**src/rtl/hs_add_pkg.sv**
```systemverilog
package hs_add_pkg;

  typedef enum logic [1:0] {
    ST_IDLE = 2'd0,
    ST_READ = 2'd1,
    ST_CALC = 2'd2,
    ST_DONE = 2'd3
  } hs_state_e;

endpackage

```
**src/rtl/hs_add_rst_sync.sv**
```systemverilog
module hs_add_rst_sync #(
  parameter int STAGES = 2
) (
  input  logic clk,
  input  logic rst_n,
  output logic rst_sync_n
);

  logic [STAGES-1:0] chain_q;

  always_ff @(posedge clk or negedge rst_n) begin
    if (!rst_n) chain_q <= '0;
    else        chain_q <= {chain_q[STAGES-2:0], 1'b1};
  end

  assign rst_sync_n = chain_q[STAGES-1];

endmodule

```
**src/rtl/hs_add_ctrl.sv**
```systemverilog
module hs_add_ctrl
  import hs_add_pkg::*;
(
  input  logic clk,
  input  logic rst_n,
  input  logic start_i,
  output logic idle_o,
  output logic ready_o,
  output logic done_o,
  output logic cap_en_o,
  output logic res_en_o
);

  hs_state_e state_q, state_d;

  // next-state logic
  always_comb begin
    state_d = state_q;
    unique case (state_q)
      ST_IDLE: if (start_i) state_d = ST_READ;
      ST_READ: state_d = ST_CALC;
      ST_CALC: state_d = ST_DONE;
      ST_DONE: state_d = start_i ? ST_READ : ST_IDLE;
      default: state_d = ST_IDLE;
    endcase
  end

  // state register
  always_ff @(posedge clk or negedge rst_n) begin
    if (!rst_n) state_q <= ST_IDLE;
    else        state_q <= state_d;
  end

  assign idle_o   = (state_q == ST_IDLE);
  assign ready_o  = (state_q == ST_CALC);
  assign done_o   = (state_q == ST_DONE);
  assign cap_en_o = (state_q == ST_READ);
  assign res_en_o = (state_q == ST_CALC);


  launch_chk: assert property (@(posedge clk) disable iff (!rst_n)
    (idle_o && start_i) |=> (!idle_o && !ready_o && !done_o));


  ready_after_read_chk: assert property (@(posedge clk) disable iff (!rst_n)
    cap_en_o |=> (ready_o && !idle_o));


  strobe_excl_chk: assert property (@(posedge clk) disable iff (!rst_n)
    $onehot0({ready_o, done_o, idle_o}));


  back_to_idle_chk: assert property (@(posedge clk) disable iff (!rst_n)
    (done_o && !start_i) |=> idle_o);


  chain_chk: assert property (@(posedge clk) disable iff (!rst_n)
    (done_o && start_i) |=> (!idle_o && !ready_o && !done_o));


  stay_idle_chk: assert property (@(posedge clk) disable iff (!rst_n)
    (idle_o && !start_i) |=> idle_o);

endmodule

```
**src/rtl/hs_add_capture.sv**
```systemverilog
module hs_add_capture #(
  parameter int DATA_W = 32,
  parameter int N_OPS  = 3
) (
  input  logic                          clk,
  input  logic                          rst_n,
  input  logic                          en_i,
  input  logic [N_OPS-1:0][DATA_W-1:0]  ops_i,
  output logic [N_OPS-1:0][DATA_W-1:0]  ops_o
);

  for (genvar g = 0; g < N_OPS; g++) begin : g_op
    logic [DATA_W-1:0] op_q;
    always_ff @(posedge clk or negedge rst_n) begin
      if (!rst_n)    op_q <= '0;
      else if (en_i) op_q <= ops_i[g];
    end
    assign ops_o[g] = op_q;
  end

endmodule

```
**src/rtl/hs_add_sum.sv**
```systemverilog
module hs_add_sum #(
  parameter int DATA_W = 32,
  parameter int N_OPS  = 3
) (
  input  logic                          clk,
  input  logic                          rst_n,
  input  logic                          en_i,
  input  logic [N_OPS-1:0][DATA_W-1:0]  ops_i,
  output logic [DATA_W-1:0]             res_o
);

  logic [DATA_W-1:0] sum_d;
  logic [DATA_W-1:0] res_q;

  always_comb begin
    sum_d = '0;
    for (int i = 0; i < N_OPS; i++) sum_d = sum_d + ops_i[i];
  end

  always_ff @(posedge clk or negedge rst_n) begin
    if (!rst_n)    res_q <= '0;
    else if (en_i) res_q <= sum_d;
  end

  assign res_o = res_q;


  hold_result_chk: assert property (@(posedge clk) disable iff (!rst_n)
    !$past(en_i) |-> $stable(res_q));

endmodule

```
**src/rtl/hs_add_core.sv**
```systemverilog
module hs_add_core #(
  parameter int DATA_W = 32
) (
  input  logic              clk,
  input  logic              rst_n,
  input  logic              start_i,
  input  logic [DATA_W-1:0] op_a_i,
  input  logic [DATA_W-1:0] op_b_i,
  input  logic [DATA_W-1:0] acc_i,
  output logic              idle_o,
  output logic              ready_o,
  output logic              done_o,
  output logic [DATA_W-1:0] acc_o,
  output logic              acc_vld_o,
  output logic [DATA_W-1:0] ret_o
);

  localparam int N_OPS = 3;

  logic                         rst_sync_n;
  logic                         cap_en;
  logic                         res_en;
  logic [N_OPS-1:0][DATA_W-1:0] ops_in;
  logic [N_OPS-1:0][DATA_W-1:0] ops_cap;
  logic [DATA_W-1:0]            result;

  assign ops_in = {acc_i, op_b_i, op_a_i};

  hs_add_rst_sync #(.STAGES(2)) rst_sync_i (
    .clk        (clk),
    .rst_n      (rst_n),
    .rst_sync_n (rst_sync_n)
  );

  hs_add_ctrl ctrl_i (
    .clk      (clk),
    .rst_n    (rst_sync_n),
    .start_i  (start_i),
    .idle_o   (idle_o),
    .ready_o  (ready_o),
    .done_o   (done_o),
    .cap_en_o (cap_en),
    .res_en_o (res_en)
  );

  hs_add_capture #(.DATA_W(DATA_W), .N_OPS(N_OPS)) cap_i (
    .clk   (clk),
    .rst_n (rst_sync_n),
    .en_i  (cap_en),
    .ops_i (ops_in),
    .ops_o (ops_cap)
  );

  hs_add_sum #(.DATA_W(DATA_W), .N_OPS(N_OPS)) sum_i (
    .clk   (clk),
    .rst_n (rst_sync_n),
    .en_i  (res_en),
    .ops_i (ops_cap),
    .res_o (result)
  );

  assign acc_vld_o = done_o;
  assign acc_o     = result;
  assign ret_o     = result;


  result_chk: assert property (@(posedge clk) disable iff (!rst_sync_n)
    done_o |-> (ret_o == DATA_W'($past(op_a_i, 2) + $past(op_b_i, 2) + $past(acc_i, 2))));


  vld_follows_ready_chk: assert property (@(posedge clk) disable iff (!rst_sync_n)
    ready_o |=> (acc_vld_o && done_o && (acc_o == ret_o)));


  vld_single_chk: assert property (@(posedge clk) disable iff (!rst_sync_n)
    acc_vld_o |=> !acc_vld_o);


  reset_idle_chk: assert property (@(posedge clk)
    !rst_sync_n |-> (idle_o && !ready_o && !done_o && !acc_vld_o));

endmodule

```
**config.mk**
```make
export PLATFORM = sky130hd
export DESIGN_NAME = hs_add_core
export DESIGN_NICKNAME = d
export VERILOG_FILES = /design/src/rtl/hs_add_pkg.sv /design/src/rtl/hs_add_rst_sync.sv /design/src/rtl/hs_add_ctrl.sv /design/src/rtl/hs_add_capture.sv /design/src/rtl/hs_add_sum.sv /design/src/rtl/hs_add_core.sv
export SDC_FILE = /design/constraint.sdc
export NUM_CORES = 1
export LEC_CHECK = 0
export BUFFER_PORTS_ARGS = -buffer_cell sky130_fd_sc_hd__clkbuf_2
export CAP_MARGIN = 15
export CORE_UTILIZATION = 40
export DETAILED_ROUTE_END_ITERATION = 6
export GPL_TIMING_DRIVEN = 0
export PLACE_DENSITY = 0.59
export SYNTH_ARGS = -nofsm -noshare
export SYNTH_HDL_FRONTEND = slang
export SYNTH_SLANG_ARGS = --single-unit
export TNS_END_PERCENT = 5
```
**constraint.sdc**
```tcl
create_clock -name clk -period 8.95 [get_ports clk]
set_clock_uncertainty 0.1 [all_clocks]
set_input_delay 0.895 -clock clk [delete_from_list [all_inputs] [get_ports clk]]
set_output_delay 0.895 -clock clk [all_outputs]
set_load 0.01 [all_outputs]
```
==> Word-level counts from Yosys, hierarchy flattened <==
Index checks and enable logic that the tools add are counted.
{ "classes": {"n_eq_ne": 4, "n_mux": 3, "n_addsub": 2, "n_reduce_logical": 1} }
{ "op_table": {"columns": ["op", "count"], "rows": [
  ["$add A32 B32 Y32", 2],
  ["$pmux W2 S4", 1],
  ["$eq A2 B2 Y1 const B", 2],
  ["$eq A2 B1 Y1 const B", 1],
  ["$logic_not A2 Y1", 1],
  ["$mux W2", 1],
  ["$ne A2 B2 Y1 const B", 1],
  ["$mux W1", 1]
]} }
{ "word_totals": {"register_bits": 132, "input_bits": 99, "output_inout_bits": 68} }

==> Logic depth before layout (Yosys ltp) <==
{ "depth": {"word_depth": 2, "mapped_depth": 13, "depth_no_buf": 13} }

==> Modules after synthesis <==
A second synthesis with hierarchy kept.
{ "hier_totals": {"cells_unflattened": 607, "area_unflattened_um2": 7709.9} }
{ "modules_own_cells": {"columns": ["mod", "area_per_inst_um2", "n_inst", "seq_area_each_um2", "cells_each"], "rows": [
  ["hs_add_capture", 3764.9, 1, 2402.3, 203],
  ["hs_add_sum", 3483.3, 1, 800.8, 353],
  ["hs_add_core", 247.7, 1, 0.0, 33],
  ["hs_add_ctrl", 160.2, 1, 50.0, 15],
  ["hs_add_rst_sync", 53.8, 1, 50.0, 3]
]} }

==> Worst setup path after synthesis <==
Ideal clock, no wire load.
{ "synth_path": {"path_kind": "reg-to-reg", "start": "reg cap_i.g_op[2].op_q[1]", "end": "reg sum_i.res_q[31], in the netlist sum_i.res_o[31]", "arrival_ns": 3.214, "period_less_slack_ns": 3.384, "setup_ns": 0.069, "path_stages_with_launch": 12, "n_path_buf": 0, "t_required_ns": 8.781, "slack_ns": 5.566, "cell_sequence": "dfrtp_1 -> fa_1 -> ha_1 -> fa_1 -> a211oi_1 -> nor2_1 -> o31ai_2 -> a2111o_1 -> a2111oi_2 -> o2111a_2 -> or4_1 -> nand3_1"} }
{ "synth_between": {"elab_chain_len": 1} }
{ "synth_lines": {"columns": ["element", "line", "source"], "rows": [
  ["start, declared", "hs_add_capture.sv:13", "logic [DATA_W-1:0] op_q;"],
  ["start signal, assigned", "hs_add_capture.sv:16", "else if (en_i) op_q <= ops_i[g];"],
  ["$add A32 B32 Y32", "hs_add_sum.sv:17", "for (int i = 0; i < N_OPS; i++) sum_d = sum_d + ops_i[i];"],
  ["end signal, assigned", "hs_add_sum.sv:22", "else if (en_i) res_q <= sum_d;"],
  ["end, declared", "hs_add_sum.sv:13", "logic [DATA_W-1:0] res_q;"]
]} }
Every way passes these cells.
A chain may end at the register's enable or synchronous reset.

==> Final worst setup path <==
Same ends and word-level chain as after synthesis.

==> results.cfg <==
[status]
status = complete, but fails checks
failed_checks = design-rule violations

[timing]
max_freq_ghz = 0.263
setup_tns_ns = 0
drv_slew = 0
finalHoldViolCount = 0
rsz0062_at_grt = no
setup_violations = 0
tightest_slew_ns = 0.784
period_share = 0.425
slew_headroom = 0.477
post-route-min-period_ns = 3.81

[synth]
yosysSeqAreaShare = 0.443
postSynthCellCount = 607
syn_nets = 772
synth_xor_area_frac = 0.0246
synth_area_per_cell_um2 = 12.3
yosysWarnings = 0
synth_top_family_by_area = multiplexers
synthFlopType = dfrtp_1
synth_compound_area_frac = 0.104
synthAdderAreaFrac = 0.143
synth_seq_cells = 132
yosys.area_share.simple = 0.0598
synthDistinctLibCells = 65
synth_edf_count = 0
ys_async_sr_fraction = 1.00
synthMuxAreaShare = 0.170
netlist_area_um2 = 7460

[global_route]
grt_use_total = 0.197
grt_pass1_vias = 5767
grt-ovfl-total = 0
grt_max_degree = 50
grt_pass1_wl_mm = 29.5
antenna_found_initial = 0

[finish]
drive_gt1_frac = 0.445
final_cells = 1036
syn2layout_area_growth_pct = 24.3
fin_util = 0.511
layout.nets = 959
diodes = 0

[routing]
wire_per_inst_um = 17.0
vias_per_cell = 5.18
final_antenna_net_count = 0
drt_first_pass_iters = 7
drc = 10
wirelength_mm = 17.6
drtIter0Drc = 260
vias = 5362

[setup_path]
crit_cells = 11
cpMostUsedCell = fa_1
slowest_stage = or4_1
end_kind = register
path_buf_inv = 0
arrival_ns = 4.05
max_stage_delay_ns = 0.50
worst-r2r-cell-count = 11
crit_family = compound AO/OA/AOI/OAI gates
cp_cell_sequence = fa_1 -> ha_1 -> fa_1 -> a211oi_1 -> nor2_1 -> o31ai_2 -> a2111o_1 -> a2111oi_2 -> o2111a_2 -> or4_1 -> nand3_1
crit_fanout = 4
worst_setup_path_start_kind = register
critPathRequiredTime_ns = 9.20
crit_type = reg -> reg

[floorplan]
ios = 167
num_rows = 49
chipHeight_um = 139
die_area_um2 = 19200
die_x_um = 139
start_util = 0.411
core_area_um2 = 18100

[placement]
place_inst = 1004
dp_hpwl_mm = 13.7
gp_congestion = 0.791
portBuffers = 166

[clock_network]
cts_resized = 0
cts_root_buf = clkbuf_16
cts_hold_buf = 0
clock_path_buffers = 2
cts_setup_buffers = 0
clock_sinks = 132
htree_levels = 4
cts_tree = done
numCtsBuffers = 17
path_clk_slew_ns = 0.06
worstSkewPairLatency_ns = 0.41

[hold_path]
hold_path.class = in -> async

[flow_run]
cap_violations = 0
metal layers:
layer  wire length (um)  vias up  track usage  share of wire
met5                  0        -            0              0
met3                793       12       0.0466          0.045
met2               8920      140        0.337           0.51
met4                184        0       0.0585          0.010
met1               7730     2696        0.248           0.44
li1                   -     2514            -              -
cell usage after synthesis (2+ instances only):
library cell,instances,share of area
clkbuf_1,19,0.0096
o21bai_1,2,0.0020
nand3b_1,3,0.0030
a31oi_1,4,0.0034
xnor2_1,15,0.018
a21o_1,16,0.016
inv_1,18,0.0091
o31ai_2,2,0.0034
o21ai_0,22,0.015
and2_1,3,0.0025
o211ai_1,2,0.0020
nor3_1,4,0.0027
a2111o_1,2,0.0030
a211oi_1,4,0.0040
buf_4,34,0.034
buf_1,3,0.0015
a22oi_1,2,0.0020
o31ai_1,5,0.0050
nor2b_1,2,0.0017
nand3_1,10,0.0067
nand4_1,5,0.0042
a21oi_1,23,0.015
dfrtp_1,132,0.44
a211o_1,2,0.0023
nand2_1,28,0.014
nor2_1,17,0.0085
mux2_2,112,0.17
and3_1,4,0.0034
o311a_1,2,0.0027
or3_1,3,0.0025
fa_1,32,0.086
xor2_1,6,0.0070
ha_1,34,0.057
o21a_1,4,0.0040
placed cells by master, fill, tap and decap left out, types with 6 or more instances in the layout:
cell       netlist  layout
clkbuf_2         0     166
dfrtp_1        132     131
mux2_2         112     112
buf_4           34      34
ha_1            34      34
fa_1            32      32
nand2_1         28      28
a21oi_1         23      23
o21ai_0         22      22
clkbuf_1        19      19
inv_1           18      18
nor2_1          17      17
clkbuf_16        0      17
a21o_1          16      16
xnor2_1         15      15
nand3_1         10      10
xor2_1           6       6
final cells by class:
class,instances,area (um2)
flip-flops and latches,132,3310
well taps,229,287
inverters,18,67.6
repair buffers,168,878
multi-input cells,400,3750
clock inverters,12,178
plain buffers,57,343
clock buffers,20,467
fillers,1632,8870
path summary, 6_finish.rpt:
path                                        from                      to  slack, ns
max                        cap_i.g_op[2].op_q[1]         sum_i.res_o[31]       5.14
min                                        rst_n   rst_sync_i.chain_q[1]       0.15
max reg2reg                cap_i.g_op[2].op_q[1]         sum_i.res_o[31]       5.14
min reg2reg                rst_sync_i.chain_q[1]  cap_i.g_op[0].op_q[30]       0.25
max in group asynchronous  rst_sync_i.chain_q[1]  cap_i.g_op[1].op_q[13]       7.83
min in group clk           rst_sync_i.chain_q[0]   rst_sync_i.chain_q[1]       0.25
registers in the layout (all words and copies together) (netlist names):
signal,flops
ctrl_i.state_q,2
rst_sync_i.chain_q,2
sum_i.res_o,32
cap_i.g_op.op_q,96
cells by family (layout without fill, tap and decap cells):
kind of cell	after synthesis	in the layout
AOI/OAI and AO/OA	110	110
xor gates and xnor gates	21	21
DFF	132	132
buffers and inverters	75	275
other	1	1
adders and majority gates	66	66
and+or+nand+nor	89	89
muxes	113	113
metrics by stage:
step,worst slack (ns),hold WS [ns],area [um2]
final,5.14,0.153,9280
after global routing,4.96,0.127,9280
after CTS,5.13,0.129,9280
after detailed placement,5.14,0.239,8630
after global placement,3.44,0.237,8580
after floorplan,4.90,0.231,7460
Power is not shown: default switching activity piles up to over one toggle a cycle in this logic, so the estimate is an artifact.
